==> src/rtl/xsl_pkg.sv <==
package xsl_pkg;

  typedef enum logic [1:0] {
    XS_INT  = 2'd0,
    XS_COMP = 2'd1,
    XS_VDHD = 2'd2
  } xs_mode_e;

  // Low-pulse length (in samples beyond which) a pulse is vertical.
  function automatic int unsigned serr_thresh(int unsigned line_len);
    return (line_len * 3) / 8;
  endfunction

  // Edge in the first half of a locked line marks the odd field.
  function automatic logic first_half(int unsigned ph, int unsigned line_len);
    return ph < (line_len / 2);
  endfunction

  // Number of line starts between event acceptance and reload.
  function automatic int unsigned reset_lines(xs_mode_e m, logic ccir,
                                              int unsigned eia_n,
                                              int unsigned ccir_n);
    if (m == XS_VDHD) return 1;
    return ccir ? ccir_n : eia_n;
  endfunction

endpackage

==> src/rtl/xsl_mode_detect.sv <==
module xsl_mode_detect
  import xsl_pkg::*;
#(
  parameter int ACT_LINES = 4
) (
  input  logic     clk,
  input  logic     rst_n,
  input  logic     esync_i,
  input  logic     vr_fall_i,
  input  logic     line_start_i,
  output xs_mode_e mode_o
);
  localparam int ACT_W = $clog2(ACT_LINES + 1);

  logic             es_q;
  logic [ACT_W-1:0] act_cnt;
  xs_mode_e         mode_q;
  logic             act_live;

  assign act_live = act_cnt < ACT_W'(ACT_LINES);

  always_ff @(posedge clk or negedge rst_n) begin
    if (!rst_n) begin
      es_q    <= 1'b0;
      act_cnt <= ACT_W'(ACT_LINES);
      mode_q  <= XS_INT;
    end else begin
      es_q <= esync_i;
      if (vr_fall_i) act_cnt <= '0;
      else if (line_start_i && act_live) act_cnt <= act_cnt + ACT_W'(1);
      if (es_q)          mode_q <= XS_VDHD;
      else if (act_live) mode_q <= XS_COMP;
      else               mode_q <= XS_INT;
    end
  end

  assign mode_o = mode_q;

  AST_VDHD_SELECT: assert property (@(posedge clk) disable iff (!rst_n)
    es_q |=> (mode_o == XS_VDHD));

endmodule

==> src/rtl/xsl_vsep.sv <==
module xsl_vsep
  import xsl_pkg::*;
#(
  parameter int LINE_LEN = 606
) (
  input  logic                        clk,
  input  logic                        rst_n,
  input  logic                        vr_i,
  input  logic                        line_start_i,
  output logic                        vr_fall_o,
  output logic                        serr_o,
  output logic [$clog2(LINE_LEN)-1:0] phase_o,
  output logic [$clog2(LINE_LEN)-1:0] fall_phase_o
);
  localparam int PH_W   = $clog2(LINE_LEN);
  localparam int THRESH = int'(serr_thresh(LINE_LEN));
  localparam int LW     = $clog2(THRESH + 2);

  logic            s1, s2;
  logic [LW-1:0]   lowcnt;
  logic [PH_W-1:0] ph, fph;

  always_ff @(posedge clk or negedge rst_n) begin
    if (!rst_n) begin
      s1     <= 1'b1;
      s2     <= 1'b1;
      lowcnt <= '0;
      ph     <= '0;
      fph    <= '0;
    end else begin
      s1 <= vr_i;
      s2 <= s1;
      if (s1) lowcnt <= '0;
      else if (lowcnt <= LW'(THRESH)) lowcnt <= lowcnt + LW'(1);
      if (line_start_i) ph <= '0;
      else if (ph != PH_W'(LINE_LEN - 1)) ph <= ph + PH_W'(1);
      if (vr_fall_o) fph <= ph;
    end
  end

  assign vr_fall_o    = s2 & ~s1;
  assign serr_o       = ~s1 & (lowcnt == LW'(THRESH));
  assign phase_o      = ph;
  assign fall_phase_o = fph;

  AST_SERR_SINGLE: assert property (@(posedge clk) disable iff (!rst_n)
    serr_o |=> !serr_o);
  AST_SERR_NOT_AT_FALL: assert property (@(posedge clk) disable iff (!rst_n)
    vr_fall_o |-> !serr_o);

endmodule

==> src/rtl/xsl_vtimer.sv <==
module xsl_vtimer #(
  parameter int CNT_W = 9
) (
  input  logic             clk,
  input  logic             rst_n,
  input  logic             run_i,
  input  logic             evt_i,
  input  logic             evt_odd_i,
  input  logic [CNT_W-1:0] evt_lines_i,
  input  logic             line_start_i,
  output logic             vreset_o,
  output logic             field_odd_o
);
  logic             busy;
  logic             odd_r;
  logic [CNT_W-1:0] cnt, lines_r;
  logic             last_line;

  assign last_line = (cnt == lines_r - CNT_W'(1));

  always_ff @(posedge clk or negedge rst_n) begin
    if (!rst_n) begin
      busy        <= 1'b0;
      odd_r       <= 1'b0;
      cnt         <= '0;
      lines_r     <= '0;
      vreset_o    <= 1'b0;
      field_odd_o <= 1'b0;
    end else begin
      vreset_o <= 1'b0;
      if (!run_i) begin
        busy <= 1'b0;
      end else if (!busy) begin
        if (evt_i) begin
          busy    <= 1'b1;
          cnt     <= '0;
          lines_r <= evt_lines_i;
          odd_r   <= evt_odd_i;
        end
      end else if (line_start_i) begin
        if (last_line) begin
          busy        <= 1'b0;
          vreset_o    <= 1'b1;
          field_odd_o <= odd_r;
        end else begin
          cnt <= cnt + CNT_W'(1);
        end
      end
    end
  end

  AST_VRESET_PULSE: assert property (@(posedge clk) disable iff (!rst_n)
    vreset_o |=> !vreset_o);
  AST_NO_VRESET_INTERNAL: assert property (@(posedge clk) disable iff (!rst_n)
    !run_i |=> !vreset_o);
  AST_FIELD_HOLD: assert property (@(posedge clk) disable iff (!rst_n)
    !vreset_o |-> $stable(field_odd_o));

endmodule

==> src/rtl/extsync_lock.sv <==
module extsync_lock
  import xsl_pkg::*;
#(
  parameter int LINE_LEN    = 606,
  parameter int ACT_LINES   = 4,
  parameter int EIA_VLINES  = 259,
  parameter int CCIR_VLINES = 309
) (
  input  logic clk,
  input  logic rst_n,
  input  logic esync_i,
  input  logic vr_sync_i,
  input  logic hd_ref_i,
  input  logic ccir_i,
  input  logic nonint_req_i,
  input  logic frame_req_i,
  output logic ext_o,
  output logic vreset_o,
  output logic field_odd_o,
  output logic nonint_o,
  output logic frame_acc_o
);
  localparam int PH_W  = $clog2(LINE_LEN);
  localparam int MAXV  = (EIA_VLINES > CCIR_VLINES) ? EIA_VLINES : CCIR_VLINES;
  localparam int CNT_W = $clog2(MAXV + 1);

  xs_mode_e        mode;
  logic            vr_fall, serr;
  logic [PH_W-1:0] ph_live, ph_fall, evt_phase;
  logic            evt, evt_odd, run;
  logic [CNT_W-1:0] evt_lines;

  xsl_vsep #(.LINE_LEN(LINE_LEN)) u_vsep (
    .clk          (clk),
    .rst_n        (rst_n),
    .vr_i         (vr_sync_i),
    .line_start_i (hd_ref_i),
    .vr_fall_o    (vr_fall),
    .serr_o       (serr),
    .phase_o      (ph_live),
    .fall_phase_o (ph_fall)
  );

  xsl_mode_detect #(.ACT_LINES(ACT_LINES)) u_mode (
    .clk          (clk),
    .rst_n        (rst_n),
    .esync_i      (esync_i),
    .vr_fall_i    (vr_fall),
    .line_start_i (hd_ref_i),
    .mode_o       (mode)
  );

  // Composite: event is the vertical-width pulse, phase held from its fall.
  // VD/HD: event is the VD fall itself, phase taken live.
  always_comb begin
    evt       = 1'b0;
    evt_phase = ph_live;
    if (mode == XS_COMP) begin
      evt       = serr;
      evt_phase = ph_fall;
    end else if (mode == XS_VDHD) begin
      evt       = vr_fall;
      evt_phase = ph_live;
    end
  end

  assign evt_odd   = first_half(32'(evt_phase), LINE_LEN);
  assign evt_lines = CNT_W'(reset_lines(mode, ccir_i, EIA_VLINES, CCIR_VLINES));
  assign run       = (mode != XS_INT);

  xsl_vtimer #(.CNT_W(CNT_W)) u_vtimer (
    .clk          (clk),
    .rst_n        (rst_n),
    .run_i        (run),
    .evt_i        (evt),
    .evt_odd_i    (evt_odd),
    .evt_lines_i  (evt_lines),
    .line_start_i (hd_ref_i),
    .vreset_o     (vreset_o),
    .field_odd_o  (field_odd_o)
  );

  assign ext_o       = run;
  assign nonint_o    = nonint_req_i & (mode != XS_COMP);
  assign frame_acc_o = frame_req_i & ~(ext_o & nonint_o);

  AST_COMP_INTERLACED: assert property (@(posedge clk) disable iff (!rst_n)
    (mode == XS_COMP) |-> !nonint_o);

endmodule

==> config.mk <==
export PLATFORM = sky130hd
export DESIGN_NAME = extsync_lock
export DESIGN_NICKNAME = d
export VERILOG_FILES = /design/src/rtl/xsl_pkg.sv /design/src/rtl/xsl_mode_detect.sv /design/src/rtl/xsl_vsep.sv /design/src/rtl/xsl_vtimer.sv /design/src/rtl/extsync_lock.sv
export SDC_FILE = /design/constraint.sdc
export NUM_CORES = 1
export LEC_CHECK = 0
export ABC_AREA = 1
export BUFFER_PORTS_ARGS = -buffer_cell sky130_fd_sc_hd__buf_4
export CORE_MARGIN = 3
export CORE_UTILIZATION = 55
export DETAILED_ROUTE_END_ITERATION = 16
export HOLD_SLACK_MARGIN = 0.08
export PLACE_DENSITY = 0.71
export SYNTH_ARGS = -nofsm -noshare
export SYNTH_HDL_FRONTEND = slang
export SYNTH_SLANG_ARGS = --single-unit
==> constraint.sdc <==
create_clock -name clk -period 2.05 [get_ports clk]
set_input_delay 0.205 -clock clk [delete_from_list [all_inputs] [get_ports clk]]
set_output_delay 0.205 -clock clk [all_outputs]
set_load 0.1 [all_outputs]
==> out/results.tsv <==
metric	value	unit
status	finished, final reports clean	
postSynthCellCount	380	
n_antenna_cell	0	
synth_nets	397	
setup_violations	0	
syn_area	2895	um2
areaGrowthSynthToFinish	12.01	%
synth_edf_count	0	
cpPeakStageDelay	390	ps
yosysTopAreaCellShare	43.22	%
layout_commonest_cell	nand2_1	
finalCriticalPeriod	1895	ps
crit_type	reg2reg	
die_area	6171	um2
grt_max_degree	54	
dp_slack	84.44	ps
synth-seq-cells	53	
yosysSeqAreaShare	45.94	%
ys.flop_type	dfrtp_1	
rows	25	
r2r_start	u_vtimer.lines_r[0]$_DFFE_PN0P_	
worst_setup_path_start_kind	flip-flop	
hold_viol_final	0	
antenna_found_initial	0	
fillers	441	
ys_warn_count	0	
cp-end-kind	flip-flop	
antenna_left	0	
critical_path.top_delay_family	simple AND/OR/NAND/NOR gates	
ys_top_cells_by_area	dfrtp_1 (43%), nand2_1 (16%), inv_1 (6.2%), nor2_1 (4.8%), o21ai_0 (4.0%)	
ir_drop	512.0	uV
finalSetupTns	0	ps
portBuffers	12	
p_per_area	917.6	nW/um2
min_period_over_period	92.42	%
fin_nets	419	
wire_per_inst	12.46	um
seqCellArea	1330	um2
total_power	0.002976	W
path_buf_inv	2	
crit_arrival	2130	ps
holdCritPathClass	in2reg	
first_pass_iters	4	
cts-root-buf	clkbuf_8	
whs	172.4	ps
crit_top_cell	nand2_1	
clockBufferDepth	2	
grt_overflow	0	
drv_slew	0	
ys_types	30	
holdCritStartpoint	hd_ref_i	
die_w	78.56	um
drc_errors	0	
worst-slew-pin-transition	654.2	ps
slowest_stage	dfrtp_1	
leakage	1.637	nW
required	2280	ps
drive_gt1_share	12.16	%
htreeDepth	2	
vias_per_cell	5.198	
numCtsBuffers	5	
cts.sinks	53	
synthArstFlopShare	100.0	%
grt_pass1_wl	10.38	mm
track_usage	21.09	%
clk_latency	300	ps
clk_pin_slew	90	ps
timing.fmax	527.8	MHz
core	4911	um2
multi_input_area	1356	um2
grt_pass1_vias	2293	
io_pins	13	
critical_path.cell_chain	inv_1, ha_1, ha_1, inv_1, nand2_1, nand2_1, nand2_1, nand2_1, nor2_1, nand2_4, nand3_2, nand2_1, nand2_1	
start_util	58.96	%
via_count	2443	
dp_hpwl	4.258	mm
finalClockSkew	10.29	ps
syn_avg_cell_area	7.619	um2
critPathMaxFanout	8	
startpoint	u_vtimer.lines_r[0]$_DFFE_PN0P_	
die_y	78.56	um
mostFrequentLayoutCells	nand2_1 (120), dfrtp_1 (50), inv_1 (48)	
dpl-instance-area	3048	um2
gp_congestion	0.8436	
finalWorstSetupSlack	155.4	ps
cts_tree	built	
synth_top_cell_by_area	dfrtp_1	
drt-total-wl	5.857	mm
drt_iter0_markers	136	
slew_headroom	56.39	%
design_area	3243	um2
maxCapViolations	0	
==> what timing repair did <==
item,in CTS,in global routing
setup buffers,0,0
setup endpoints to repair,0,10
hold buffers,3,1
resized for setup,0,4
endpoints found under the hold margin,52,1
==> state kept, by name (all words and copies together) (netlist names), 2 cells and up <==
name and flops:
u_vsep.fall_phase_o 10, u_vsep.phase_o 10, u_vtimer.cnt 9, u_vsep.lowcnt 8, u_vtimer.lines_r 4, u_mode.act_cnt 3, u_mode.mode_o 2
==> report_power, final <==
part | total, W | leakage [nW] | switching, W | internal (W)
sequential | 0.00132 | 0.700 | 0.000138 | 0.00119
combinational | 0.000936 | 0.879 | 0.000643 | 0.000294
clock | 0.000715 | 0.0585 | 0.000317 | 0.000398
==> synth_stat cells (all sizes together), types with 3 or more instances <==
cell type,count
nand2,124
inv,53
dfrtp,50
nor2,41
o21ai,29
nand3,21
nand4,14
a21oi,12
ha,9
xor2,5
buf,4
nor3,4
dfstp,3
==> cells by family after synthesis <==
family | count (synthesis) | share of synthesized area, %
mux | 1 | 0.3889
flops | 53 | 45.94
compound gates | 46 | 8.730
simple gates | 206 | 30.98
fa+ha+maj | 9 | 3.889
xor+xnor | 5 | 1.512
buf+inv | 60 | 8.556
==> per-stage QoR <==
step | utilization, % | instances
4_1_cts | 65.04 | 467
3_3_place_gp | 62.06 | 456
3_5_place_dp | 62.06 | 456
5_1_grt | 66.04 | 470
2_1_floorplan | - | 380
6_report | 66.04 | 470
==> path summary, 6_finish.rpt <==
kind                                                   end  slack, ps  cells after the start
hold / removal               u_vsep.phase_o[7]$_DFFE_PN0P_        170                      2
setup / recovery               u_vtimer.cnt[6]$_DFFE_PN0P_        160                     13
hold reg to reg                 u_mode.mode_o[1]$_DFF_PN0_        390                      0
max in group asynchronous       u_mode.mode_o[1]$_DFF_PN0_       1130                      2
setup reg to reg               u_vtimer.cnt[6]$_DFFE_PN0P_        160                     13
min in group asynchronous  u_vtimer.lines_r[8]$_DFFE_PN0P_        480                      2
==> area by class of cell <==
class | instances | share of cell area, %
sequential | 53 | 41.01
tap | 67 | 2.585
timing repair buffer | 18 | 4.475
inverter | 55 | 6.520
multi-input combinational | 269 | 41.82
clock buffer | 7 | 2.662
clock inverter | 1 | 0.9259
==> routing by layer <==
metal	vias to the layer above	global-route usage, %	part of all wire, %
met5	-	0	0
met4	0	4.895	0.68
met3	4	4.014	2.6
met2	26	35.14	49
met1	1159	28.45	48
li1	1254	-	-
(Power assumes the default switching activity.)
